===== src/rtl/epl_pkg.sv =====
package epl_pkg;
    typedef struct packed {
        logic set;
        logic clr;
    } pulse_pair_t;
endpackage


===== src/rtl/epl_edge_encoder.sv =====
module epl_edge_encoder
    import epl_pkg::*;
#(
    parameter int REFRESH_CYCLES = 8
) (
    input  logic        clk,
    input  logic        rst_n,
    input  logic        level_i,
    output pulse_pair_t pulse_o
);
    localparam int CW = $clog2(REFRESH_CYCLES + 1);
    localparam logic [CW-1:0] LAST = CW'(REFRESH_CYCLES - 1);

    typedef struct packed {
        logic          lvl;
        pulse_pair_t   pulse;
        logic [CW-1:0] cnt;
    } enc_state_t;

    enc_state_t enc_d, enc_q;

    always_comb begin
        enc_d           = enc_q;
        enc_d.lvl       = level_i;
        enc_d.pulse.set = 1'b0;
        enc_d.pulse.clr = 1'b0;
        if (level_i != enc_q.lvl) begin
            enc_d.pulse.set = level_i;
            enc_d.pulse.clr = !level_i;
            enc_d.cnt       = '0;
        end else if (enc_q.cnt == LAST) begin
            enc_d.pulse.set = enc_q.lvl;
            enc_d.pulse.clr = !enc_q.lvl;
            enc_d.cnt       = '0;
        end else begin
            enc_d.cnt = enc_q.cnt + 1'b1;
        end
    end

    always_ff @(posedge clk) begin
        if (!rst_n) enc_q <= '0;
        else        enc_q <= enc_d;
    end

    assign pulse_o = enc_q.pulse;


    pulse_exclusive_chk: assert property (@(posedge clk) disable iff (!rst_n)
        !(enc_q.pulse.set && enc_q.pulse.clr));


    set_width_chk: assert property (@(posedge clk) disable iff (!rst_n)
        enc_q.pulse.set |=> !enc_q.pulse.set);


    clr_width_chk: assert property (@(posedge clk) disable iff (!rst_n)
        enc_q.pulse.clr |=> !enc_q.pulse.clr);


    refresh_bound_chk: assert property (@(posedge clk) disable iff (!rst_n)
        enc_q.cnt < CW'(REFRESH_CYCLES));
endmodule


===== src/rtl/epl_watchdog.sv =====
module epl_watchdog #(
    parameter int WATCHDOG_CYCLES = 40
) (
    input  logic clk,
    input  logic rst_n,
    input  logic activity_i,
    output logic expire_o,
    output logic lost_o
);
    localparam int CW = $clog2(WATCHDOG_CYCLES + 1);
    localparam logic [CW-1:0] LAST = CW'(WATCHDOG_CYCLES - 1);

    typedef struct packed {
        logic          lost;
        logic [CW-1:0] cnt;
    } wd_state_t;

    wd_state_t wd_d, wd_q;

    always_comb begin
        wd_d = wd_q;
        if (activity_i) begin
            wd_d.cnt  = '0;
            wd_d.lost = 1'b0;
        end else if (wd_q.cnt == LAST) begin
            wd_d.lost = 1'b1;
        end else begin
            wd_d.cnt = wd_q.cnt + 1'b1;
        end
    end

    always_ff @(posedge clk) begin
        if (!rst_n) wd_q <= '0;
        else        wd_q <= wd_d;
    end

    assign expire_o = !activity_i && (wd_q.cnt == LAST);
    assign lost_o   = wd_q.lost;


    lost_hold_chk: assert property (@(posedge clk) disable iff (!rst_n)
        (wd_q.lost && !activity_i) |=> wd_q.lost);


    lost_clear_chk: assert property (@(posedge clk) disable iff (!rst_n)
        activity_i |=> !wd_q.lost);
endmodule


===== src/rtl/epl_bistable_rx.sv =====
module epl_bistable_rx
    import epl_pkg::*;
#(
    parameter bit DEFAULT_OUT = 1'b1
) (
    input  logic        clk,
    input  logic        rst_n,
    input  pulse_pair_t pulse_i,
    input  logic        force_i,
    output logic        level_o,
    output logic        collide_o
);
    typedef struct packed {
        logic level;
        logic collide;
    } rx_state_t;

    rx_state_t rx_d, rx_q;

    always_comb begin
        rx_d         = rx_q;
        rx_d.collide = 1'b0;
        if (pulse_i.set && pulse_i.clr) begin
            rx_d.collide = 1'b1;
        end else if (pulse_i.set) begin
            rx_d.level = 1'b1;
        end else if (pulse_i.clr) begin
            rx_d.level = 1'b0;
        end else if (force_i) begin
            rx_d.level = DEFAULT_OUT;
        end
    end

    always_ff @(posedge clk) begin
        if (!rst_n) begin
            rx_q.level   <= DEFAULT_OUT;
            rx_q.collide <= 1'b0;
        end else begin
            rx_q <= rx_d;
        end
    end

    assign level_o   = rx_q.level;
    assign collide_o = rx_q.collide;


    collide_hold_chk: assert property (@(posedge clk) disable iff (!rst_n)
        (pulse_i.set && pulse_i.clr) |=> $stable(rx_q.level));


    set_track_chk: assert property (@(posedge clk) disable iff (!rst_n)
        (pulse_i.set && !pulse_i.clr) |=> rx_q.level);


    clr_track_chk: assert property (@(posedge clk) disable iff (!rst_n)
        (pulse_i.clr && !pulse_i.set) |=> !rx_q.level);


    force_default_chk: assert property (@(posedge clk) disable iff (!rst_n)
        (force_i && !pulse_i.set && !pulse_i.clr) |=> (rx_q.level == DEFAULT_OUT));
endmodule


===== src/rtl/epl_link.sv =====
module epl_link
    import epl_pkg::*;
#(
    parameter int REFRESH_CYCLES  = 8,
    parameter int WATCHDOG_CYCLES = 40,
    parameter bit DEFAULT_OUT     = 1'b1
) (
    input  logic clk,
    input  logic rst_n,
    input  logic tx_level_i,
    output logic tx_set_o,
    output logic tx_clr_o,
    input  logic rx_set_i,
    input  logic rx_clr_i,
    output logic rx_level_o,
    output logic rx_lost_o,
    output logic rx_collide_o
);
    generate
        if (WATCHDOG_CYCLES <= REFRESH_CYCLES || REFRESH_CYCLES < 2) begin : g_bad_cfg
            $error("epl_link: need WATCHDOG_CYCLES > REFRESH_CYCLES >= 2");
        end
    endgenerate

    pulse_pair_t tx_pulse;
    pulse_pair_t rx_pulse;
    logic        wd_expire;

    assign rx_pulse.set = rx_set_i;
    assign rx_pulse.clr = rx_clr_i;

    epl_edge_encoder #(.REFRESH_CYCLES(REFRESH_CYCLES)) enc_i (
        .clk     (clk),
        .rst_n   (rst_n),
        .level_i (tx_level_i),
        .pulse_o (tx_pulse)
    );

    epl_watchdog #(.WATCHDOG_CYCLES(WATCHDOG_CYCLES)) wd_i (
        .clk        (clk),
        .rst_n      (rst_n),
        .activity_i (rx_set_i || rx_clr_i),
        .expire_o   (wd_expire),
        .lost_o     (rx_lost_o)
    );

    epl_bistable_rx #(.DEFAULT_OUT(DEFAULT_OUT)) rx_i (
        .clk       (clk),
        .rst_n     (rst_n),
        .pulse_i   (rx_pulse),
        .force_i   (wd_expire),
        .level_o   (rx_level_o),
        .collide_o (rx_collide_o)
    );

    assign tx_set_o = tx_pulse.set;
    assign tx_clr_o = tx_pulse.clr;


    lost_default_chk: assert property (@(posedge clk) disable iff (!rst_n)
        rx_lost_o |-> (rx_level_o == DEFAULT_OUT));
endmodule


===== config.mk =====
export PLATFORM = sky130hd
export DESIGN_NAME = epl_link
export DESIGN_NICKNAME = d
export VERILOG_FILES = /design/src/rtl/epl_pkg.sv /design/src/rtl/epl_edge_encoder.sv /design/src/rtl/epl_watchdog.sv /design/src/rtl/epl_bistable_rx.sv /design/src/rtl/epl_link.sv
export SDC_FILE = /design/constraint.sdc
export NUM_CORES = 1
export LEC_CHECK = 0
export CAP_MARGIN = 20
export CORE_MARGIN = 1
export CORE_UTILIZATION = 40
export DETAILED_ROUTE_END_ITERATION = 10
export PLACE_DENSITY_LB_ADDON = 0.1
export SYNTH_ARGS = -nofsm -noshare
export SYNTH_HDL_FRONTEND = slang
export SYNTH_SLANG_ARGS = --single-unit
export TNS_END_PERCENT = 20

===== constraint.sdc =====
create_clock -name clk -period 1.3 [get_ports clk]
set_clock_uncertainty 0.1 [all_clocks]
set_input_delay 0.26 -clock clk [delete_from_list [all_inputs] [get_ports clk]]
set_output_delay 0.26 -clock clk [all_outputs]
set_load 0.1 [all_outputs]

=== Yosys cells after proc, flatten, opt, wreduce, memory -nomap -nowiden ===
Index checks and enable logic that the tools add are counted.
W data, S select, Z words.

* Bits of input ports: 5
* Output and inout bits: 5
* Register bits after elaboration: 16
* Logic and storage cells: 32

* Equality and inequality tests: 3
* Add/subtract/negate cells: 2
* Reduce and logical (&&, ||, !) cells: 10
* Bitwise gates (word level): 2
* Muxes and demuxes: 7

{| class="wikitable"
|+ Operators with widths
! kind !! count
|-
| $add A6 B1 Y6 const B || 1
|-
| $eq A6 B6 Y1 const B || 1
|-
| $mux W6 || 1
|-
| $add A4 B1 Y4 const B || 1
|-
| $eq A4 B3 Y1 const B || 1
|-
| $mux W1 || 4
|-
| $mux W4 || 1
|-
| $logic_not A1 Y1 || 3
|-
| $reduce_bool A3 Y1 || 1
|-
| $reduce_or A3 Y1 || 1
|-
| $logic_and A1 B1 Y1 || 2
|-
| $mux W2 || 1
|-
| $not A1 Y1 || 2
|-
| $reduce_and A2 Y1 || 1
|-
| $reduce_or A2 Y1 || 1
|-
| $logic_or A1 B1 Y1 || 1
|-
| $ne A1 B1 Y1 || 1
|}

=== Logic depth before layout (Yosys ltp) ===
Gate-level depths: netlist (run 1).

* Depth after elaboration: 6
* Mapped depth: 4
* Gate-level depth less buffers: 4

=== By module ===
A second synthesis (run 1) with hierarchy kept.

* Cell total of the unflattened synthesis: 65
* Area, all modules: 641.9 µm²

{| class="wikitable"
|+ Modules (own cells, without submodules)
! module !! area an instance (µm²) !! sequential area each (µm²) !! cells an instance !! times used
|-
| epl_watchdog || 306.5 || 140.1 || 33 || 1
|-
| epl_edge_encoder || 265.3 || 140.1 || 25 || 1
|-
| epl_bistable_rx || 63.8 || 40.0 || 6 || 1
|-
| epl_link || 6.3 || 0.0 || 1 || 1
|}

=== Least setup slack after synthesis (run 1) ===
Ideal clock, no wire load.

* Path kind: reg-to-reg
* From: reg rx_i.level_o (netlist name)
* To: reg rx_i.rx_q, in the netlist rx_i.level_o
* Data arrival time: 1281 ps
* Period minus slack after synthesis: 1456 ps
* Setup time: 75 ps
* Cell stages (with the launch flop): 4
* Required time: 1125 ps
* Path slack: -156 ps
* Buffers on the path: 0
* Cell sequence: dfxtp_1 nor2_1 o21a_1 o21ai_0

{| class="wikitable"
|+ RTL lines
! item !! line !! source
|-
| end signal, assigned || epl_bistable_rx.sv:39 || <nowiki>rx_q <= rx_d;</nowiki>
|-
| end, declared || epl_bistable_rx.sv:18 || <nowiki>rx_state_t rx_d, rx_q;</nowiki>
|}

=== Worst setup path in the final report (run 1) ===
* From: reg wd_i.wd_q[0] (netlist name)
* To: reg wd_i.wd_q[5] (netlist name)

* Longest elaborated chain between the ends: 1
* Elaborated cells between the ends (all ways): 2
* Classes of those cells: 1 x add/sub; 1 x eq/ne

{| class="wikitable"
|+ Ends and longest elaborated chain
! item !! line !! source
|-
| start, declared || epl_watchdog.sv:18 || <nowiki>wd_state_t wd_d, wd_q;</nowiki>
|-
| start signal, assigned || epl_watchdog.sv:34 || <nowiki>else wd_q <= wd_d;</nowiki>
|-
| $add A6 B1 Y6 / $eq A6 B6 Y1 (equally long branches) || epl_watchdog.sv:28, epl_watchdog.sv:25 ||
|}

Several ways; a longest one is shown, not always the timed one.
A chain may end at the register's enable or synchronous reset.

==> results of run 1 <==
==> synthesized netlist by cell type (all sizes together) <==
library cell,instances,area [µm²]
nor2b,1,6.26
nor3,3,15.0
a21oi,1,5.00
or3,1,6.26
nand2,4,15.0
and2,1,6.26
inv,1,3.75
mux2i,1,10.0
o21a,4,30.0
and3,1,6.26
nor2,8,30.0
nand3,4,25.0
xnor2,2,17.5
o21ai,2,10.0
ha,2,25.0
dfxtp,16,320
nand4b,1,8.76
nand3b,1,7.51
xor2,4,35.0
a21boi,2,15.0
nor3b,2,15.0
==> kinds of logic (layout without fill, tap and decap cells) <==
| group | after synthesis | count (layout) | share of synthesized area |
|---|---|---|---|
| flip-flops | 16 | 16 | 0.522 |
| adder cells (fa/ha/maj) | 2 | 2 | 0.0408 |
| AO/OA/AOI/OAI | 9 | 9 | 0.0979 |
| XOR/XNOR | 6 | 6 | 0.0857 |
| buffers and inverters | 1 | 23 | 0.00612 |
| multiplexers | 1 | 1 | 0.0163 |
| AND/OR/NAND/NOR | 27 | 27 | 0.231 |
==> per-layer routing <==
layer | track usage | wire length, µm | up-vias
li1 | - | - | 256
met1 | 0.203 | 586 | 218
met2 | 0.184 | 422 | 10
met3 | 0.0326 | 46 | 2
met4 | 0.145 | 12 | 0
met5 | 0 | 0 | -
==> cell type report <==
cell class,count,share of cell area
multi-input cells,45,0.344
repair buffers,18,0.231
inverters,1,0.00417
clock buffers,4,0.0403
well taps,15,0.0208
flip-flops and latches,16,0.360
==> how the worst max path moves through the flow <==
| stage | start | end | depth (start not counted) | slack, ns |
|---|---|---|---|---|
| floorplan | wd_i.lost_o$_SDFFE_PP0N_ | wd_i.lost_o$_SDFFE_PP0N_ | 1 | -0.005 |
| finish | wd_i.wd_q[0]$_SDFFE_PP0P_ | wd_i.wd_q[5]$_SDFFE_PP0P_ | 4 | 0.05 |
| detailed placement | rst_n | wd_i.wd_q[1]$_SDFFE_PP0P_ | 5 | -0.14 |
| CTS | wd_i.wd_q[1]$_SDFFE_PP0P_ | rx_i.level_o$_SDFFE_PN1P_ | 5 | 0.03 |
| global placement | rst_n | wd_i.wd_q[1]$_SDFFE_PP0P_ | 5 | -0.11 |
| global route | wd_i.wd_q[0]$_SDFFE_PP0P_ | wd_i.wd_q[5]$_SDFFE_PP0P_ | 4 | 0.006 |
==> power by group through the flow <==
stage	clock [W]	sequential [W]	combinational [W]
floorplan	0	0.000565	0.0000251
global placement	0	0.000526	0.000123
detailed placement	0	0.000526	0.000124
CTS	0.000343	0.000514	0.000124
global route	0.000362	0.000517	0.000134
finish	0.000327	0.000515	0.000125
==> registers in the layout (all words and copies together) (netlist names) <==
signal and count:
enc_i.enc_q 5, enc_i.pulse_o 2, rx_i.collide_o 1, rx_i.level_o 1, wd_i.lost_o 1, wd_i.wd_q 6
==> metrics by stage <==
stage,TNS (ns),std cells,total power [W]
2_1_floorplan,-0.00853,62,0.000590
3_3_place_gp,-0.641,95,0.000649
5_1_grt,0,99,0.00101
6_report,0,99,0.000967
4_1_cts,0,99,0.000982
3_5_place_dp,-0.757,95,0.000650
==> cells in the final DEF, fill, tap and decap left out <==
| cell | count |
|---|---|
| nand3b_1 | 1 |
| mux2i_1 | 1 |
| and3_1 | 1 |
| nor3_1 | 3 |
| xor2_1 | 4 |
| dfxtp_1 | 13 |
| a21boi_0 | 2 |
| clkbuf_8 | 1 |
| nor3b_1 | 2 |
| o21ai_1 | 1 |
| ha_1 | 1 |
| o21ai_0 | 1 |
| buf_4 | 9 |
| dfxtp_2 | 3 |
| inv_1 | 1 |
| nand4b_1 | 1 |
| and2_1 | 1 |
| nand3_2 | 1 |
| nor2_1 | 8 |
| nand3_1 | 3 |
| xnor2_1 | 2 |
| nor2b_1 | 1 |
| clkdlybuf4s50_1 | 4 |
| buf_12 | 5 |
| o21a_1 | 4 |
| or3_4 | 1 |
| clkbuf_4 | 3 |
| nand2_1 | 4 |
| ha_4 | 1 |
| a21oi_2 | 1 |
==> results.toml, run 1 <==
[clock_network]
cts_max_level = 1
total_cts_buffers = 3
post-cts-setup-buffer-count = 0
tritoncts_clock_tree = "built"
cts_sinks = 16
cts_hold_buf = 0
worstSkewPairLatency_ns = 0.28
clock-root-buffer = "clkbuf_4"
reg_clk_slew_reported_paths_ns = 0.09
postCtsResizedCells = 0
clock_tree.buffer_depth = 2

[yosys]
syn-cell-area_um2 = 613
synth_fp_nets = 69
synth_cells = 62
ys.warnings.count = 0
synth.avg_cell_area_um2 = 9.89
synth-seq-cells = 16
ys_types = 22
ys_seq_area_frac = 0.522

[critical_path]
max_fanout_on_critical_path = 3
worstSetupStartpointType = "flip-flop"
r2r.worst_path.cells = 4
reg2reg_from = "wd_i.wd_q[0]$_SDFFE_PP0P_"
cp_cell_sequence = "buf_4, nand3_2, or3_4, a21oi_2"
critPathTopFamily = "simple AND/OR/NAND/NOR gates"
timing.critical_path.buf_inv = 1
worst_setup_path_end_kind = "flip-flop"
setup.reg_to_reg.worst_slack_ns = 0.05
rr_endpoint = "wd_i.wd_q[5]$_SDFFE_PP0P_"
path_class = "flip-flop to flip-flop"
crit_arrival_ns = 1.38
crit_required_ns = 1.43
crit_path_top_delay_cell = "or3_4"
slowest_delay_ns = 0.38

[sta]
hold-worst-slack_ns = 0.353
fmax_mhz = 802
report.final.slew_viol_count = 0
finalCritPeriodShare = 0.960
relSlewSlack = 0.849
grt_setup_unrepaired = "no"
final.setup.worst_slack_ns = 0.0524
final-hold-violation-count = 0
finalWorstPathRequiredPeriod_ns = 1.25
max_slew.worst_pin.slew_ns = 0.227
finish_stage_setup_viols = 0

[power_and_ir_drop]
max-vdd-ir-drop_uv = 663
internal-power_w = 0.000731
switching_share = 0.244
clockPowerShare = 0.338
sequentialPowerShare = 0.533
combinational_power_share = 0.129
power.density_cell_area_nw_per_um2 = 1070
p_leak_nw = 0.357
switchingPower_w = 0.000236

[die]
rows = 13
floorplan.initialDensity = 0.449
fp.dieArea_um2 = 1690
placeableCoreArea_um2 = 1370
die_h_um = 41.2
die_x_um = 41.2
pin_count = 10

[grt]
grt-ovfl-total = 0
grtUsageTotal = 0.149
pin_count_of_the_biggest_net_entering_global_routing = 10
via_count_of_the_first_global_routing_pass = 371
grt_pass1_wl_um = 1540
antenna_found_initial = 0

[placement]
portBuffers = 9
finalWeightedCongestion = 0.694
placedInstanceArea_um2 = 841
dpl.hpwl_um = 768
place_ws_ns = -0.135

[detailed_routing]
wire_per_inst_um = 10.8
first_iter_violations = 3
wirelength_um = 1070
firstDrtPassIters = 4
detail-route-antenna-nets = 0
viasPerCell = 4.91
drcViolationCount = 0
total_number_of_vias = 486

[run_status]
status = "complete, no violations"

[final_layout]
final_design_area_no_fill_um2 = 901
layout.filler_cells = 117
syn2layout_area_growth_pct = 46.9
layout.core_utilization = 0.659
seqCellArea_um2 = 324
multi_input_area_um2 = 310
finalNetCount = 92
n_antenna_cell = 0
drive_above_1_share = 0.298

[min_path]
worst_hold_startpoint = "enc_i.enc_q[0]$_SDFF_PP0_"
hold_wc_path_type = "flip-flop to flip-flop"
timing.hold.worst_path_depth = 1
whs_endpoint = "enc_i.enc_q[0]$_SDFF_PP0_"

[flow_run]
max_cap_violations = 0
(Power assumes the default switching activity.)
==> inputs of run 2 (changes only) <==
SETUP_SLACK_MARGIN = 0.05   (was not set)
==> results.toml, run 2 (synthesis results as in run 1) <==
[sta]
fin_setup_tns_ns = 0
grt_setup_unrepaired = "yes"
max_slew.worst_pin.slew_ns = 0.226
report.final.slew_viol_count = 0
final.setup.worst_slack_ns = 0.0650
finalWorstPathRequiredPeriod_ns = 1.23
final-hold-violation-count = 0
finalCritPeriodShare = 0.950
relSlewSlack = 0.849
finish_stage_setup_viols = 0
fmax_mhz = 810

[final_layout]
drive_above_1_share = 0.310
final_design_area_no_fill_um2 = 908
largest_reg_flops = 6
n_antenna_cell = 0
layout.filler_cells = 115
syn2layout_area_growth_pct = 48.2
finalNetCount = 92
largest_register = "wd_i.wd_q"
layout_commonest_cell = "dfxtp_1"
layout_common_cells = "dfxtp_1, nor2_1, buf_4"

[clock_network]
worstSkewPairLatency_ns = 0.29
cts_hold_buf = 0
tritoncts_clock_tree = "built"
reg_clk_slew_reported_paths_ns = 0.10
total_cts_buffers = 3
cts_max_level = 1
postCtsResizedCells = 4
cts_sinks = 16
clock-root-buffer = "clkbuf_4"
clock_tree.buffer_depth = 2
post-cts-setup-buffer-count = 0

[die]
floorplan.initialDensity = 0.449
fp.dieArea_um2 = 1690
die_x_um = 41.2
placeableCoreArea_um2 = 1370
rows = 13
pin_count = 10
die_h_um = 41.2

[grt]
grt_pass1_wl_um = 1550
antenna_found_initial = 0
pin_count_of_the_biggest_net_entering_global_routing = 10
via_count_of_the_first_global_routing_pass = 372
grt-ovfl-total = 0
grtUsageTotal = 0.149

[power_and_ir_drop]
p_leak_nw = 0.359
max-vdd-ir-drop_uv = 663
power.density_cell_area_nw_per_um2 = 1070

[critical_path]
worst_setup_path_end_kind = "flip-flop"
crit_arrival_ns = 1.37
worstSetupStartpointType = "flip-flop"
crit_required_ns = 1.43
max_fanout_on_critical_path = 3
path_class = "flip-flop to flip-flop"

[placement]
place_ws_ns = -0.135
dpl.hpwl_um = 768
placedInstanceArea_um2 = 841
finalWeightedCongestion = 0.694
portBuffers = 9

[detailed_routing]
firstDrtPassIters = 2
drcViolationCount = 0
first_iter_violations = 2
total_number_of_vias = 485
wirelength_um = 1050
viasPerCell = 4.90
wire_per_inst_um = 10.6
detail-route-antenna-nets = 0

[run_status]
status = "complete, no violations"

[flow_run]
max_cap_violations = 0

[min_path]
hold_wc_path_type = "flip-flop to flip-flop"
[run 2: changes by cell type in the layout (fill, tap and decap cells not counted)]
cell,previous run,this run
dfxtp_1,13,12
buf_4,9,8
dfxtp_4,0,1
buf_6,0,1
[run 2: where the power goes]
group / internal [W] / total, W / switching [W]
combinational: 0.0000570 / 0.000125 / 0.0000682
clock: 0.000171 / 0.000333 / 0.000162
sequential: 0.000503 / 0.000514 / 0.0000113
total: 0.000731 / 0.000972 / 0.000241
[run 2: critical path, stage by stage (launching register included)]
cell     delay (ns)
dfxtp_2        0.36
buf_4          0.12
nand3_2        0.09
or3_4          0.38
a21oi_2        0.13
[run 2: routing by layer]
metal	part of all wire	wire [µm]	global-route usage	vias to the layer above
met5	0	0	0	-
met4	0.038	40	0.145	0
met2	0.37	391	0.184	13
li1	-	-	-	255
met3	0.047	49	0.0326	5
met1	0.54	570	0.203	212
[run 2: path summary, 6_finish.rpt]
kind | end | cells after the start | from | slack (ns)
worst min register to register | enc_i.enc_q[0]$_SDFF_PP0_ | 1 | enc_i.enc_q[0]$_SDFF_PP0_ | 0.35
worst max register to register | wd_i.wd_q[5]$_SDFFE_PP0P_ | 4 | wd_i.wd_q[1]$_SDFFE_PP0P_ | 0.07
worst min-delay path | enc_i.enc_q[0]$_SDFF_PP0_ | 1 | enc_i.enc_q[0]$_SDFF_PP0_ | 0.35
worst max-delay path | wd_i.wd_q[5]$_SDFFE_PP0P_ | 4 | wd_i.wd_q[1]$_SDFFE_PP0P_ | 0.07
[run 2: area by class of cell]
| type | count | area, µm² | share of cell area |
|---|---|---|---|
| sequential | 16 | 328 | 0.361 |
| inverter | 1 | 3.75 | 0.00413 |
| multi-input combinational | 45 | 310 | 0.342 |
| timing repair buffer | 18 | 211 | 0.233 |
| tap | 15 | 18.8 | 0.0207 |
| clock buffer | 4 | 36.3 | 0.0399 |
[run 2: through the flow]
step           hold slack (ns)  std cells  utilization  total power, W
2_1_floorplan            0.236         62            -        0.000590
3_3_place_gp             0.333         95        0.615        0.000649
3_5_place_dp             0.343         95        0.615        0.000650
4_1_cts                  0.356         99        0.647        0.000982
5_1_grt                  0.374         99        0.665         0.00101
6_report                 0.353         99        0.665        0.000972
==> inputs of run 3 (changes only) <==
CORE_ASPECT_RATIO = 0.7   (was not set)
CORE_UTILIZATION = 30   (was 40)
==> results.toml, run 3 (synthesis results as in run 1) <==
[placement]
portBuffers = 9
placedInstanceArea_um2 = 850
finalWeightedCongestion = 0.792
dpl.hpwl_um = 854
dp.cells = 102

[sta]
fin_setup_tns_ns = 0
grt_setup_unrepaired = "yes"
finalWorstPathRequiredPeriod_ns = 1.26
fmax_mhz = 793
final-hold-violation-count = 0
report.final.slew_viol_count = 0
relSlewSlack = 0.825
max_slew.worst_pin.slew_ns = 0.262
finish_stage_setup_viols = 0
finalCritPeriodShare = 0.970

[clock_network]
cts_sinks = 16
cts_max_level = 1
post-cts-setup-buffer-count = 0
reg_clk_slew_reported_paths_ns = 0.09
total_cts_buffers = 3
cts_hold_buf = 0
clock_tree.buffer_depth = 2
tritoncts_clock_tree = "built"
worstSkewPairLatency_ns = 0.29
clock-root-buffer = "clkbuf_4"
postCtsResizedCells = 4

[final_layout]
syn2layout_area_growth_pct = 49.2
layout.core_utilization = 0.485
layout_commonest_cell = "dfxtp_1"
drive_above_1_share = 0.333
finalNetCount = 92
largest_reg_flops = 6
final_cells = 106
n_antenna_cell = 0
layout_common_cells = "dfxtp_1, buf_4, nor2_1"
largest_register = "wd_i.wd_q"
final_design_area_no_fill_um2 = 915

[grt]
via_count_of_the_first_global_routing_pass = 458
grt_pass1_wl_um = 1980
grt-ovfl-total = 0
antenna_found_initial = 0
grtUsageTotal = 0.129
pin_count_of_the_biggest_net_entering_global_routing = 10

[die]
fp.dieArea_um2 = 2230
rows = 13
die_x_um = 56.0
placeableCoreArea_um2 = 1890
pin_count = 10
floorplan.initialDensity = 0.325
die_h_um = 39.8

[power_and_ir_drop]
max-vdd-ir-drop_uv = 705
power.density_cell_area_nw_per_um2 = 1070
p_leak_nw = 0.362

[detailed_routing]
wirelength_um = 1160
drcViolationCount = 0
first_iter_violations = 3
wire_per_inst_um = 11.0
detail-route-antenna-nets = 0
total_number_of_vias = 486
firstDrtPassIters = 2
viasPerCell = 4.58

[critical_path]
path_class = "flip-flop to flip-flop"
setup.reg_to_reg.worst_slack_ns = 0.04
crit_required_ns = 1.42
crit_arrival_ns = 1.38
crit_path_top_delay_cell = "dfxtp_2"
worstSetupStartpointType = "flip-flop"
worst_setup_path_end_kind = "flip-flop"
max_fanout_on_critical_path = 3
slowest_delay_ns = 0.36
cp_cell_sequence = "ha_4, nand4b_1, buf_4, o21a_1, nor3_2"

[flow_run]
max_cap_violations = 0

[run_status]
status = "complete, no violations"

[min_path]
hold_wc_path_type = "flip-flop to flip-flop"
-- run 3: area by class of cell --
class	instances	area [µm²]
Inverter	1	3.75
Multi-Input combinational cell	45	312
Clock buffer	4	36.3
Sequential cell	16	328
Tap cell	22	27.5
Fill cell	181	972
Timing Repair Buffer	18	208
-- run 3: path summary, 6_finish.rpt --
kind | from | endpoint | cells past startpoint
worst max-delay path | wd_i.wd_q[0]$_SDFFE_PP0P_ | wd_i.wd_q[0]$_SDFFE_PP0P_ | 5
worst max register to register | wd_i.wd_q[0]$_SDFFE_PP0P_ | wd_i.wd_q[0]$_SDFFE_PP0P_ | 5
worst min register to register | enc_i.enc_q[0]$_SDFF_PP0_ | enc_i.enc_q[0]$_SDFF_PP0_ | 1
worst min-delay path | enc_i.enc_q[0]$_SDFF_PP0_ | enc_i.enc_q[0]$_SDFF_PP0_ | 1
-- run 3: worst max-delay path, delay by kind of cell, from the launching register on --
kind                       cells  cell delay [ns]
adders and majority gates      1             0.14
and+or+nand+nor                2             0.24
DFF                            1             0.36
buffers and inverters          1             0.18
AOI/OAI and AO/OA              1             0.17
-- run 3: routing by layer --
metal	up-vias	global-route usage	wire length (µm)
met5	-	0	0
li1	259	-	-
met1	216	0.139	592
met3	2	0.0726	68
met2	9	0.223	487
met4	0	0.0366	13
-- run 3: report_power, final --
group | leakage, nW | switching (W) | internal, W
combinational | 0.209 | 0.0000685 | 0.0000547
clock | 0.0210 | 0.000163 | 0.000171
sequential | 0.132 | 0.0000118 | 0.000505
total | 0.362 | 0.000244 | 0.000730
-- run 3: stage by stage --
| step | power, W | worst slack, ns | hold WS (ns) |
|---|---|---|---|
| global route | 0.00102 | -0.0491 | 0.335 |
| CTS | 0.000989 | 0.0146 | 0.364 |
| finish | 0.000974 | 0.0396 | 0.321 |
| floorplan | 0.000590 | -0.00472 | 0.236 |
| detailed placement | 0.000649 | -0.168 | 0.340 |
| global placement | 0.000648 | -0.142 | 0.335 |
